**src/rtl/irq_enc_pkg.sv**
```systemverilog
`timescale 1ns/1ps
package irq_enc_pkg;
  localparam int DW = 32;
  localparam int AW = 3;
  localparam int CRIT_N = 4;

  // reserved cascade slots
  localparam int HPP_SRC = 2;   // critical tier: boosted peripheral
  localparam int LPP_SRC = 4;   // main tier: normal peripheral
  localparam int DMA_SRC = 0;   // peripheral tier: dma line

  // status word layout
  localparam int ST_CRIT_FLAG = 10;
  localparam int ST_CRIT_LSB  = 8;
  localparam int ST_MAIN_FLAG = 21;
  localparam int ST_MAIN_LSB  = 16;
  localparam int ST_PER_FLAG  = 29;
  localparam int ST_PER_LSB   = 24;

  typedef enum logic [AW-1:0] {
    A_CTRL  = 3'd0,
    A_MMASK = 3'd1,
    A_PMASK = 3'd2,
    A_MBST  = 3'd3,
    A_PBST  = 3'd4,
    A_STAT  = 3'd5
  } reg_addr_e;
endpackage

```
**src/rtl/irq_tier_pick.sv**
```systemverilog
`timescale 1ns/1ps
module irq_tier_pick #(
  parameter int N  = 8,
  parameter int IW = (N > 1) ? $clog2(N) : 1
) (
  input  logic [N-1:0]  act_i,
  input  logic [N-1:0]  boost_i,
  output logic          any_o,
  output logic [IW-1:0] idx_o
);
  logic [N-1:0] hi_w, cand_w;

  always_comb begin
    hi_w   = act_i & boost_i;
    cand_w = (|hi_w) ? hi_w : act_i;
    idx_o  = '0;
    for (int i = N - 1; i >= 0; i--) begin
      if (cand_w[i]) idx_o = IW'(i);
    end
    any_o = |act_i;
  end
endmodule

```
**src/rtl/irq_regs.sv**
```systemverilog
`timescale 1ns/1ps
module irq_regs
  import irq_enc_pkg::*;
#(
  parameter int          MAIN_N   = 17,
  parameter int          PER_N    = 32,
  parameter logic [31:0] MMASK_RV = 32'h0001_0FFF,
  parameter logic [31:0] PMASK_RV = 32'h7FFF_FC00
) (
  input  logic              clk_i,
  input  logic              rst_ni,
  input  logic              we_i,
  input  logic [AW-1:0]     addr_i,
  input  logic [DW-1:0]     wdata_i,
  input  logic [DW-1:0]     status_i,
  output logic [DW-1:0]     rdata_o,
  output logic              me_o,
  output logic [CRIT_N-1:0] crit_mask_o,
  output logic [MAIN_N-1:0] main_mask_o,
  output logic [PER_N-1:0]  per_mask_o,
  output logic [MAIN_N-1:0] main_boost_o,
  output logic [PER_N-1:0]  per_boost_o
);
  always_ff @(posedge clk_i or negedge rst_ni) begin
    if (!rst_ni) begin
      me_o         <= 1'b0;
      crit_mask_o  <= '0;
      main_mask_o  <= MMASK_RV[MAIN_N-1:0];
      per_mask_o   <= PMASK_RV[PER_N-1:0];
      main_boost_o <= '0;
      per_boost_o  <= '0;
    end else if (we_i) begin
      case (addr_i)
        A_CTRL: begin
          me_o        <= wdata_i[0];
          crit_mask_o <= wdata_i[4 +: CRIT_N];
        end
        A_MMASK: main_mask_o  <= wdata_i[MAIN_N-1:0];
        A_PMASK: per_mask_o   <= wdata_i[PER_N-1:0];
        A_MBST:  main_boost_o <= wdata_i[MAIN_N-1:0];
        A_PBST:  per_boost_o  <= wdata_i[PER_N-1:0];
        default: ;
      endcase
    end
  end

  always_comb begin
    rdata_o = '0;
    case (addr_i)
      A_CTRL: begin
        rdata_o[0]          = me_o;
        rdata_o[4 +: CRIT_N] = crit_mask_o;
      end
      A_MMASK: rdata_o[MAIN_N-1:0] = main_mask_o;
      A_PMASK: rdata_o[PER_N-1:0]  = per_mask_o;
      A_MBST:  rdata_o[MAIN_N-1:0] = main_boost_o;
      A_PBST:  rdata_o[PER_N-1:0]  = per_boost_o;
      A_STAT:  rdata_o             = status_i;
      default: rdata_o = '0;
    endcase
  end
endmodule

```
**src/rtl/irq_hier_enc.sv**
```systemverilog
`timescale 1ns/1ps
module irq_hier_enc
  import irq_enc_pkg::*;
#(
  parameter int          MAIN_N   = 17,
  parameter int          PER_N    = 32,
  parameter logic [31:0] MMASK_RV = 32'h0001_0FFF,
  parameter logic [31:0] PMASK_RV = 32'h7FFF_FC00
) (
  input  logic              clk_i,
  input  logic              rst_ni,
  input  logic              we_i,
  input  logic [AW-1:0]     addr_i,
  input  logic [DW-1:0]     wdata_i,
  output logic [DW-1:0]     rdata_o,
  input  logic [CRIT_N-1:0] crit_req_i,
  input  logic [MAIN_N-1:0] main_req_i,
  input  logic [PER_N-1:0]  per_req_i,
  input  logic              dma_req_i,
  output logic              irq_o
);
  localparam int MIW = $clog2(MAIN_N);
  localparam int PIW = $clog2(PER_N);
  localparam int CIW = $clog2(CRIT_N);

  logic              me_w;
  logic [CRIT_N-1:0] crit_mask_w;
  logic [MAIN_N-1:0] main_mask_w, main_boost_w, main_src_w, main_act_w;
  logic [PER_N-1:0]  per_mask_w, per_boost_w, per_src_w, per_act_w;
  logic [CRIT_N-1:0] crit_src_w, crit_act_w;
  logic              hp_any_w, lp_any_w;
  logic              crit_any_w, main_any_w, per_any_w;
  logic [CIW-1:0]    crit_idx_w;
  logic [MIW-1:0]    main_idx_w;
  logic [PIW-1:0]    per_idx_w;
  logic [DW-1:0]     status_w;
  logic              unused_pins;

  assign unused_pins = ^{crit_req_i[HPP_SRC], main_req_i[LPP_SRC], per_req_i[DMA_SRC]};

  irq_regs #(
    .MAIN_N(MAIN_N), .PER_N(PER_N), .MMASK_RV(MMASK_RV), .PMASK_RV(PMASK_RV)
  ) u_regs (
    .clk_i(clk_i), .rst_ni(rst_ni), .we_i(we_i), .addr_i(addr_i),
    .wdata_i(wdata_i), .status_i(status_w), .rdata_o(rdata_o),
    .me_o(me_w), .crit_mask_o(crit_mask_w), .main_mask_o(main_mask_w),
    .per_mask_o(per_mask_w), .main_boost_o(main_boost_w), .per_boost_o(per_boost_w)
  );

  // mask bits are stored mirrored: source n at bit (N-1-n)
  for (genvar n = 0; n < PER_N; n++) begin : g_per
    if (n == DMA_SRC) begin : g_dma
      assign per_src_w[n] = dma_req_i;
    end else begin : g_pin
      assign per_src_w[n] = per_req_i[n];
    end
    assign per_act_w[n] = per_src_w[n] & ~per_mask_w[PER_N-1-n];
  end

  assign hp_any_w = |(per_act_w & per_boost_w);
  assign lp_any_w = |(per_act_w & ~per_boost_w);

  for (genvar n = 0; n < MAIN_N; n++) begin : g_main
    if (n == LPP_SRC) begin : g_casc
      assign main_src_w[n] = lp_any_w;
    end else begin : g_pin
      assign main_src_w[n] = main_req_i[n];
    end
    assign main_act_w[n] = main_src_w[n] & ~main_mask_w[MAIN_N-1-n];
  end

  for (genvar n = 0; n < CRIT_N; n++) begin : g_crit
    if (n == HPP_SRC) begin : g_casc
      assign crit_src_w[n] = hp_any_w;
    end else begin : g_pin
      assign crit_src_w[n] = crit_req_i[n];
    end
    assign crit_act_w[n] = crit_src_w[n] & ~crit_mask_w[n];
  end

  irq_tier_pick #(.N(CRIT_N), .IW(CIW)) u_crit (
    .act_i(crit_act_w), .boost_i('0), .any_o(crit_any_w), .idx_o(crit_idx_w));
  irq_tier_pick #(.N(MAIN_N), .IW(MIW)) u_main (
    .act_i(main_act_w), .boost_i(main_boost_w), .any_o(main_any_w), .idx_o(main_idx_w));
  irq_tier_pick #(.N(PER_N), .IW(PIW)) u_per (
    .act_i(per_act_w), .boost_i(per_boost_w), .any_o(per_any_w), .idx_o(per_idx_w));

  always_comb begin
    status_w = '0;
    status_w[ST_CRIT_FLAG]        = crit_any_w;
    status_w[ST_CRIT_LSB +: 2]    = 2'(crit_idx_w);
    status_w[ST_MAIN_FLAG]        = main_any_w;
    status_w[ST_MAIN_LSB +: 5]    = 5'(main_idx_w);
    status_w[ST_PER_FLAG]         = per_any_w;
    status_w[ST_PER_LSB +: 5]     = 5'(per_idx_w);
  end

  assign irq_o = me_w & (crit_any_w | main_any_w | per_any_w);
endmodule

```
**config.mk**
```make
export PLATFORM = sky130hd
export DESIGN_NAME = irq_hier_enc
export DESIGN_NICKNAME = d
export VERILOG_FILES = /design/src/rtl/irq_enc_pkg.sv /design/src/rtl/irq_tier_pick.sv /design/src/rtl/irq_regs.sv /design/src/rtl/irq_hier_enc.sv
export SDC_FILE = /design/constraint.sdc
export NUM_CORES = 1
export LEC_CHECK = 0
export BUFFER_PORTS_ARGS = -buffer_cell sky130_fd_sc_hd__buf_2
export CAP_MARGIN = 20
export CORE_MARGIN = 2
export CORE_UTILIZATION = 39
export CTS_CLUSTER_DIAMETER = 50
export DETAILED_ROUTE_END_ITERATION = 10
export PLACE_DENSITY = 0.57
export SYNTH_ARGS = -nofsm -noshare
export SYNTH_HDL_FRONTEND = slang
export SYNTH_SLANG_ARGS = --single-unit
export TNS_END_PERCENT = 50
```
**constraint.sdc**
```tcl
create_clock -name clk_i -period 3.9 [get_ports clk_i]
set_clock_uncertainty 0.2 [all_clocks]
set_input_delay 0.78 -clock clk_i [delete_from_list [all_inputs] [get_ports clk_i]]
set_output_delay 0.78 -clock clk_i [all_outputs]
set_load 0.01 [all_outputs]
```
==> results of run 1 <==
[cells in the mapped netlist (all sizes together), types with 8 or more instances]
cell	instances	area share, %
dfrtp	69	24
buf	15	1.2
inv	23	1.2
o21ai	67	4.9
nand2b	19	1.7
nor2b	44	3.9
nand3b	39	4.1
clkbuf	17	0.90
nand3	11	0.78
o21a	8	0.85
nand2	35	1.9
dfstp	34	13
nor4	12	1.5
nor3b	27	2.9
mux2i	10	1.4
mux2	104	17
a21oi	28	2.0
nor2	30	1.6
a2111oi	9	1.1
nand4	13	1.2
a22oi	18	1.9
[worst register-to-register path: stages (launching register included)]
cell     delay [ns]
dfrtp_1        0.45
buf_4          0.17
buf_4          0.15
mux2_2         0.26
[cell families (layout without fill, tap and decap cells)]
group,count (synthesis),after routing,share of synthesized area (%)
compound gates,193,193,18.3
buf+inv,56,365,3.40
flops,103,103,37.1
mux,115,115,18.3
simple gates,262,262,22.9
[through the flow]
step | cell area (um^2) | cells | setup TNS, ns | util [%] | hold slack (ns)
3_5_place_dp | 9300 | 1237 | -7.22 | 51.9 | 0.324
2_1_floorplan | 7070 | 729 | 0 | - | 0.284
4_1_cts | 10100 | 1259 | -2.06 | 56.5 | 0.155
5_1_grt | 10400 | 1267 | -3.96 | 58.1 | 0.168
3_3_place_gp | 9280 | 1236 | -6.86 | 51.8 | 0.316
6_report | 10400 | 1267 | -2.65 | 58.1 | 0.149
[power by group through the flow]
stage                     combinational [mW]  clock [mW]  sequential [mW]
after global routing                    2.45        1.01             1.69
final                                   2.31       0.946             1.66
after detailed placement                1.95           0             1.64
after CTS                               2.14       0.966             1.65
after floorplan                        0.939           0             1.57
after global placement                  1.94           0             1.63
[area by class of cell]
type                    count  area [um^2]  share of cell area (%)
well taps                 229          287                    2.75
repair buffers            325         2310                    22.2
clock buffers               9          225                    2.16
multi-input cells         570         4800                    46.1
inverters                  24         90.1                   0.866
flip-flops and latches    103         2620                    25.2
clock inverters             7         73.8                   0.709
[state kept, by name, summed over array words and instances, names as in the netlist]
register and flops:
u_regs.per_boost_o 32, u_regs.per_mask_o 32, u_regs.main_boost_o 17, u_regs.main_mask_o 17, u_regs.crit_mask_o 4, u_regs.me_o 1
[how the worst min path moves through the flow]
stage                                  end  depth (start not counted)
global placement     u_regs.crit_mask_o[3]                          1
global route        u_regs.main_boost_o[0]                          1
detailed placement   u_regs.crit_mask_o[3]                          1
finish              u_regs.main_boost_o[5]                          1
CTS                 u_regs.main_boost_o[5]                          1
floorplan            u_regs.crit_mask_o[0]                          0
[per-layer routing]
layer | share of wire (%) | wire length [um] | track usage [%]
met1 | 45 | 14300 | 45.6
met2 | 44 | 14200 | 50.0
met3 | 7.6 | 2430 | 8.56
met4 | 3.3 | 1040 | 10.9
met5 | 0 | 0 | 0
[what timing repair did]
action                     CTS  global route
setup buffers                7             8
cloned                       0             1
gates resized for setup    114            47
setup endpoints to repair   13            13
hold buffers                 0             0
pin swaps                   35            11
==> impl_summary.log, run 1 <==
INFO  metric hp-class = primary input to asynchronous set/reset pin
INFO  metric p_seq_share = between 30% and 40%
INFO  metric fmax = approximately 230 MHz
INFO  metric cpLargestDelayFamily = simple AND/OR/NAND/NOR gates
INFO  metric layout_worst_path_cycle_share = 109%
INFO  metric io_buffers = between 100 and 150
INFO  metric critical_path.reg2reg.startpoint = u_regs.per_boost_o[2]
INFO  metric slew-limit-headroom = around 56%
INFO  metric maximum_single_stage_delay_on_the_critical_path = approximately 0.31 ns
INFO  metric worstPathRequired = about 2.9 ns
INFO  metric number_of_nets_in_the_final_layout = about 1100
INFO  metric combined_buffer_and_inverter_count_along_the_critical_path = 6
INFO  metric netlist_area = between 0.007 and 0.008 mm^2
INFO  metric tightest_slew = approximately 0.65 ns
INFO  metric p_int = ~3 mW
INFO  metric asyncSetResetFlopFracSynth = 100%
INFO  metric worst-path-stages = 15
INFO  metric worst_slack = -0.365 ns
INFO  metric irDropWorstVdd = just over 0.0003 V
INFO  metric antenna_found_initial = 0
INFO  metric comb_power_share = between 40 and 50%
INFO  metric outcome = complete, but fails checks
INFO  metric drv.max_cap_violation_count = 0
INFO  metric post_drt_wl_per_cell = roughly 25 um
INFO  metric layout_common_cells = buf_4, buf_2, mux2_2
INFO  metric layout.cells.most_common = buf_4
INFO  metric fin_crit = roughly 4.3 ns
INFO  metric drc = 0
INFO  metric initial_core_util = 39.5%
INFO  metric rsz0062_at_grt = yes
INFO  metric report.power.total = about 4.9 mW
INFO  metric detailedRoute.firstPassIterationCount = 5
INFO  metric gpl.final_weighted_congestion = a little over 1
INFO  metric drt_iter0_markers = 753
INFO  metric design.die.area = roughly 0.019 mm^2
INFO  metric cp-endpoint = rdata_o[26]
INFO  metric largest_net_degree_at_the_start_of_global_routing = 40
INFO  metric failed_checks = setup timing
INFO  metric power.static_leakage = between 4 and 5 nW
INFO  metric hold_violations = 0
INFO  metric cts-htree-levels = 3
INFO  metric timing.reg2reg.setup_slack = between 2 and 3 ns
INFO  metric post_route_ant_nets = 0
INFO  metric final_layout_size_suffix_gt1_share = about 56%
INFO  metric synth_edf_count = 0
INFO  metric worst_r2r_endpoint = u_regs.per_boost_o[2]
INFO  metric sinks_on_clock_net = roughly 100
INFO  metric register_bit_total_from_synthesis = 103
INFO  metric ys.flop_type = dfrtp_1
INFO  metric die_width = 139 um
INFO  metric grt_first_pass_wirelength = around 47000 um
INFO  metric yosys.cell_types.count = 70
INFO  metric hpwlAfterDp = approximately 25000 um
INFO  metric cts_tree = yes
INFO  metric setup_viol_count_final = 12
INFO  metric cp-start-kind = primary input
INFO  metric power_switching = between 1.5 and 2 mW
INFO  metric worst_r2r_path_depth = 3
INFO  metric cts_made_buffers = 9
INFO  metric chipHeight = between 100 and 150 um
INFO  metric yosysWarningCount = 0
INFO  metric critical_path_type = primary input to output pin
INFO  metric groute.usage.overall = between 30% and 40%
INFO  metric antennaDiodeCount = 0
INFO  metric power_switching_share = roughly two fifths
INFO  metric routed-via-count = 7553
INFO  metric drv_slew = 0
INFO  metric dp_worst_setup_slack = -0.846 ns
INFO  metric clk_pin_slew = 0.09 ns
INFO  metric num-fill-cells = ~1600
INFO  metric share_clk_of_total_power = between 10% and 20%
INFO  metric syn_nets = roughly 800
INFO  metric io_pins = around 130
INFO  metric site_rows = 49
INFO  metric critPathSlowestCell = nor4_4
INFO  metric seq_area_frac_synth = 37.1%
INFO  metric clk_path_buf_depth = 2
INFO  metric pwr_density_cell = 473 mW/mm^2
INFO  metric drt-total-wl = 31900 um
INFO  metric critPathLaunch = per_req_i[30]
INFO  metric first_global_vias = around 7600
INFO  metric syn_to_final_growth = 47.2%
INFO  metric insertion_delay = roughly 0.36 ns
INFO  metric vias_per_cell = around 6
INFO  metric gr-total-overflow = 0
INFO  metric post_synth_inst_count = ~730
INFO  metric timing.critical_path.arrival = about 3.3 ns
INFO  metric synth_area_per_cell = roughly 9.7 um^2
INFO  metric timing.critical_path.to_type = output pin
INFO  metric cts.root.buffer_cell = clkbuf_16
INFO  metric timing.critical_path.fanout_max = 7
INFO  metric core_area = 0.0179 mm^2
INFO  metric timing.critical_path.cells = buf_2 > buf_4 > nand3b_1 > o2111ai_2 > nor4_4 > and2_4 > buf_12 > buf_8 > o21ai_4 > nand4_1 > buf_4 > nor2_4 > a222oi_1 > o21ai_1 > buf_2
No activity file was read; power rests on OpenSTA's default activity.
==> inputs of run 2 (changes only) <==
Settings changed: RECOVER_POWER from default to 50.
==> run 2 against run 1 <==
Net effect: the run ends with capacitance limit, slew limit, setup timing left; via count increased by 0.44%; clock power about the same; die area stayed put; register-to-register slack about the same; utilization decreased by 0.16 points; critical path depth unchanged; power fell by 0.12%; fmax decreased by 0.59%; critical endpoint unchanged; non-clock buffer count unchanged; first-iteration DRC count is 13% lower; worst hold slack improved by 0.20 ns.
==> impl_summary.log, run 2 (synthesized netlist as in run 1, its figures left out) <==
INFO  metric die_width = 139 um (unchanged)
INFO  metric clk_pin_slew = 0.07 ns (was 0.09 ns)
INFO  metric failed_checks = capacitance limit, slew limit, setup timing (was setup timing)
INFO  metric final_layout_size_suffix_gt1_share = 55.3% (was 56.0%)
INFO  metric hold_violations = 0 (unchanged)
INFO  metric multiInputGateArea = 0.00480 mm^2 (unchanged)
INFO  metric irDropWorstVdd = 0.000304 V (was 0.000306 V)
INFO  metric gr-total-overflow = 0 (unchanged)
INFO  metric insertion_delay = 0.36 ns (about the same)
INFO  metric initial_core_util = 39.5% (unchanged)
INFO  metric slew-limit-headroom = -51.0% (was 56.4%)
INFO  metric gpl.final_weighted_congestion = 1.02 (unchanged)
INFO  metric pwr_density_cell = 474 mW/mm^2 (was 473 mW/mm^2)
INFO  metric setup_viol_count_final = 19 (was 12)
INFO  metric antennaDiodeCount = 0 (unchanged)
INFO  metric syn_to_final_growth = 46.8% (was 47.2%)
INFO  metric layout.cells.most_common = buf_4 (unchanged)
INFO  metric groute.usage.overall = 32.8% (unchanged)
INFO  metric fmax = 233 MHz (was 234 MHz)
INFO  metric largest_net_degree_at_the_start_of_global_routing = 40 (unchanged)
INFO  metric worst_slack = -0.390 ns (was -0.365 ns)
INFO  metric largestRegisters = u_regs.per_boost_o: 32 flops, u_regs.per_mask_o: 32 flops (unchanged)
INFO  metric cts_made_buffers = 9 (unchanged)
INFO  metric layout_worst_path_cycle_share = 110% (was 109%)
INFO  metric first_global_vias = 7587 (unchanged)
INFO  metric core_area = 0.0179 mm^2 (unchanged)
INFO  metric hp-class = flip-flop to flip-flop (was primary input to asynchronous set/reset pin)
INFO  metric post_route_ant_nets = 0 (unchanged)
INFO  metric rsz0062_at_grt = yes (unchanged)
INFO  metric report.power.total = 4.92 mW (about the same)
INFO  metric hold_buffers = 0 (unchanged)
INFO  metric io_buffers = 121 (unchanged)
INFO  metric drt-total-wl = 31900 um (about the same)
INFO  metric site_rows = 49 (unchanged)
INFO  metric detailedRoute.firstPassIterationCount = 5 (unchanged)
INFO  metric cp-start-kind = primary input (unchanged)
INFO  metric power.static_leakage = 4.47 nW (was 4.50 nW)
INFO  metric worst_hold_slack = 0.346 ns (was 0.149 ns)
INFO  metric cts_tree = yes (unchanged)
INFO  metric io_pins = 125 (unchanged)
INFO  metric drv_slew = 76 (was 0)
INFO  metric register_area = 0.00262 mm^2 (unchanged)
INFO  metric design.die.area = 0.0192 mm^2 (unchanged)
INFO  metric clk_path_buf_depth = 2 (unchanged)
INFO  metric tightest_slew = 2.27 ns (was 0.653 ns)
INFO  metric outcome = complete, but fails checks (unchanged)
INFO  metric timing.critical_path.to_type = output pin (unchanged)
INFO  metric num-fill-cells = 1600 (was 1592)
INFO  metric sinks_on_clock_net = 103 (unchanged)
INFO  metric chipHeight = 139 um (unchanged)
INFO  metric routed-via-count = 7586 (was 7553)
INFO  metric final_core_utilization = 58.0% (was 58.1%)
INFO  metric fin_crit = 4.29 ns (was 4.26 ns)
INFO  metric critical_path_type = primary input to output pin (unchanged)
INFO  metric cts.root.buffer_cell = clkbuf_16 (unchanged)
INFO  metric drv.max_cap_violation_count = 2 (was 0)
INFO  metric grt_first_pass_wirelength = 47400 um (unchanged)
INFO  metric antenna_found_initial = 0 (unchanged)
INFO  metric timing.critical_path.fanout_max = 7 (unchanged)
INFO  metric timing.critical_path.arrival = 3.31 ns (was 3.28 ns)
INFO  metric drt_iter0_markers = 656 (was 753)
INFO  metric number_of_nets_in_the_final_layout = 1125 (unchanged)
INFO  metric worstPathRequired = 2.92 ns (about the same)
INFO  metric drc = 0 (unchanged)
INFO  metric vias_per_cell = 5.99 (was 5.96)
INFO  metric cts-htree-levels = 3 (unchanged)
INFO  metric post_drt_wl_per_cell = 25.2 um (about the same)
INFO  metric hpwlAfterDp = 25200 um (unchanged)
INFO  metric layout_common_cells = buf_4, buf_2, mux2_2 (unchanged)
==> run 2: cell types whose count changed in the layout (fill, tap and decap cells not counted) <==
cell	delta
buf_2	-1
buf_4	-8
clkbuf_1	+7
clkbuf_2	+2
==> run 2: area by class of cell <==
cell class              instances  share of cell area, %
multi-input cells             570                   46.3
flip-flops and latches        103                   25.3
repair buffers                325                   22.0
well taps                     229                   2.76
clock buffers                   9                   2.17
inverters                      24                  0.868
clock inverters                 7                  0.711
==> run 2: metrics by stage <==
| stage | instances | instance area [um^2] | setup WS (ns) | setup TNS, ns |
|---|---|---|---|---|
| after CTS | 1259 | 10100 | -0.287 | -2.06 |
| after floorplan | 729 | 7070 | 0.0887 | 0 |
| final | 1267 | 10400 | -0.390 | -3.76 |
| after global placement | 1236 | 9280 | -0.774 | -6.86 |
| after detailed placement | 1237 | 9300 | -0.846 | -7.22 |
| after global routing | 1267 | 10400 | -0.454 | -6.65 |
==> run 2: routing by layer <==
metal / part of all wire [%] / vias to the layer above / GRT usage, %
met5: 0 / - / 0
li1: - / 3385 / -
met2: 44 / 357 / 50.0
met1: 45 / 3782 / 45.6
met4: 3.4 / 0 / 10.9
met3: 7.9 / 62 / 8.56
==> run 2: repair_timing <==
action,in CTS,in global routing
buffers inserted,7,8
endpoints found under the setup margin,13,13
resized for setup,114,47
pin swaps,35,11
gates cloned,0,1
==> run 2: worst paths after layout <==
kind                            depth (start not counted)                  start  slack (ns)                      to
worst max-delay path                                   15          per_req_i[30]       -0.39             rdata_o[26]
worst min register to register                          1  u_regs.crit_mask_o[3]        0.35   u_regs.crit_mask_o[3]
worst min-delay path                                    1  u_regs.crit_mask_o[3]        0.35   u_regs.crit_mask_o[3]
max in group asynchronous                               2                 rst_ni        0.92  u_regs.per_boost_o[11]
min in group asynchronous                               1                 rst_ni        0.72  u_regs.main_boost_o[5]
worst max register to register                          3  u_regs.per_boost_o[2]        2.56   u_regs.per_boost_o[2]
==> run 2: power by group <==
group / internal (mW) / switching [mW]
registers: 1.36 / 0.298
clock network: 0.454 / 0.489
logic: 1.18 / 1.13
total: 3.00 / 1.92
==> run 2: critical path, cell delays in order <==
cell       delay (ns)
buf_2            0.11
buf_4            0.13
nand3b_1         0.17
o2111ai_2        0.21
nor4_4           0.31
and2_4           0.24
buf_12           0.13
buf_8            0.12
o21ai_4          0.06
nand4_1          0.25
buf_4            0.19
nor2_4           0.04
a222oi_1         0.28
o21ai_1          0.11
buf_2            0.16
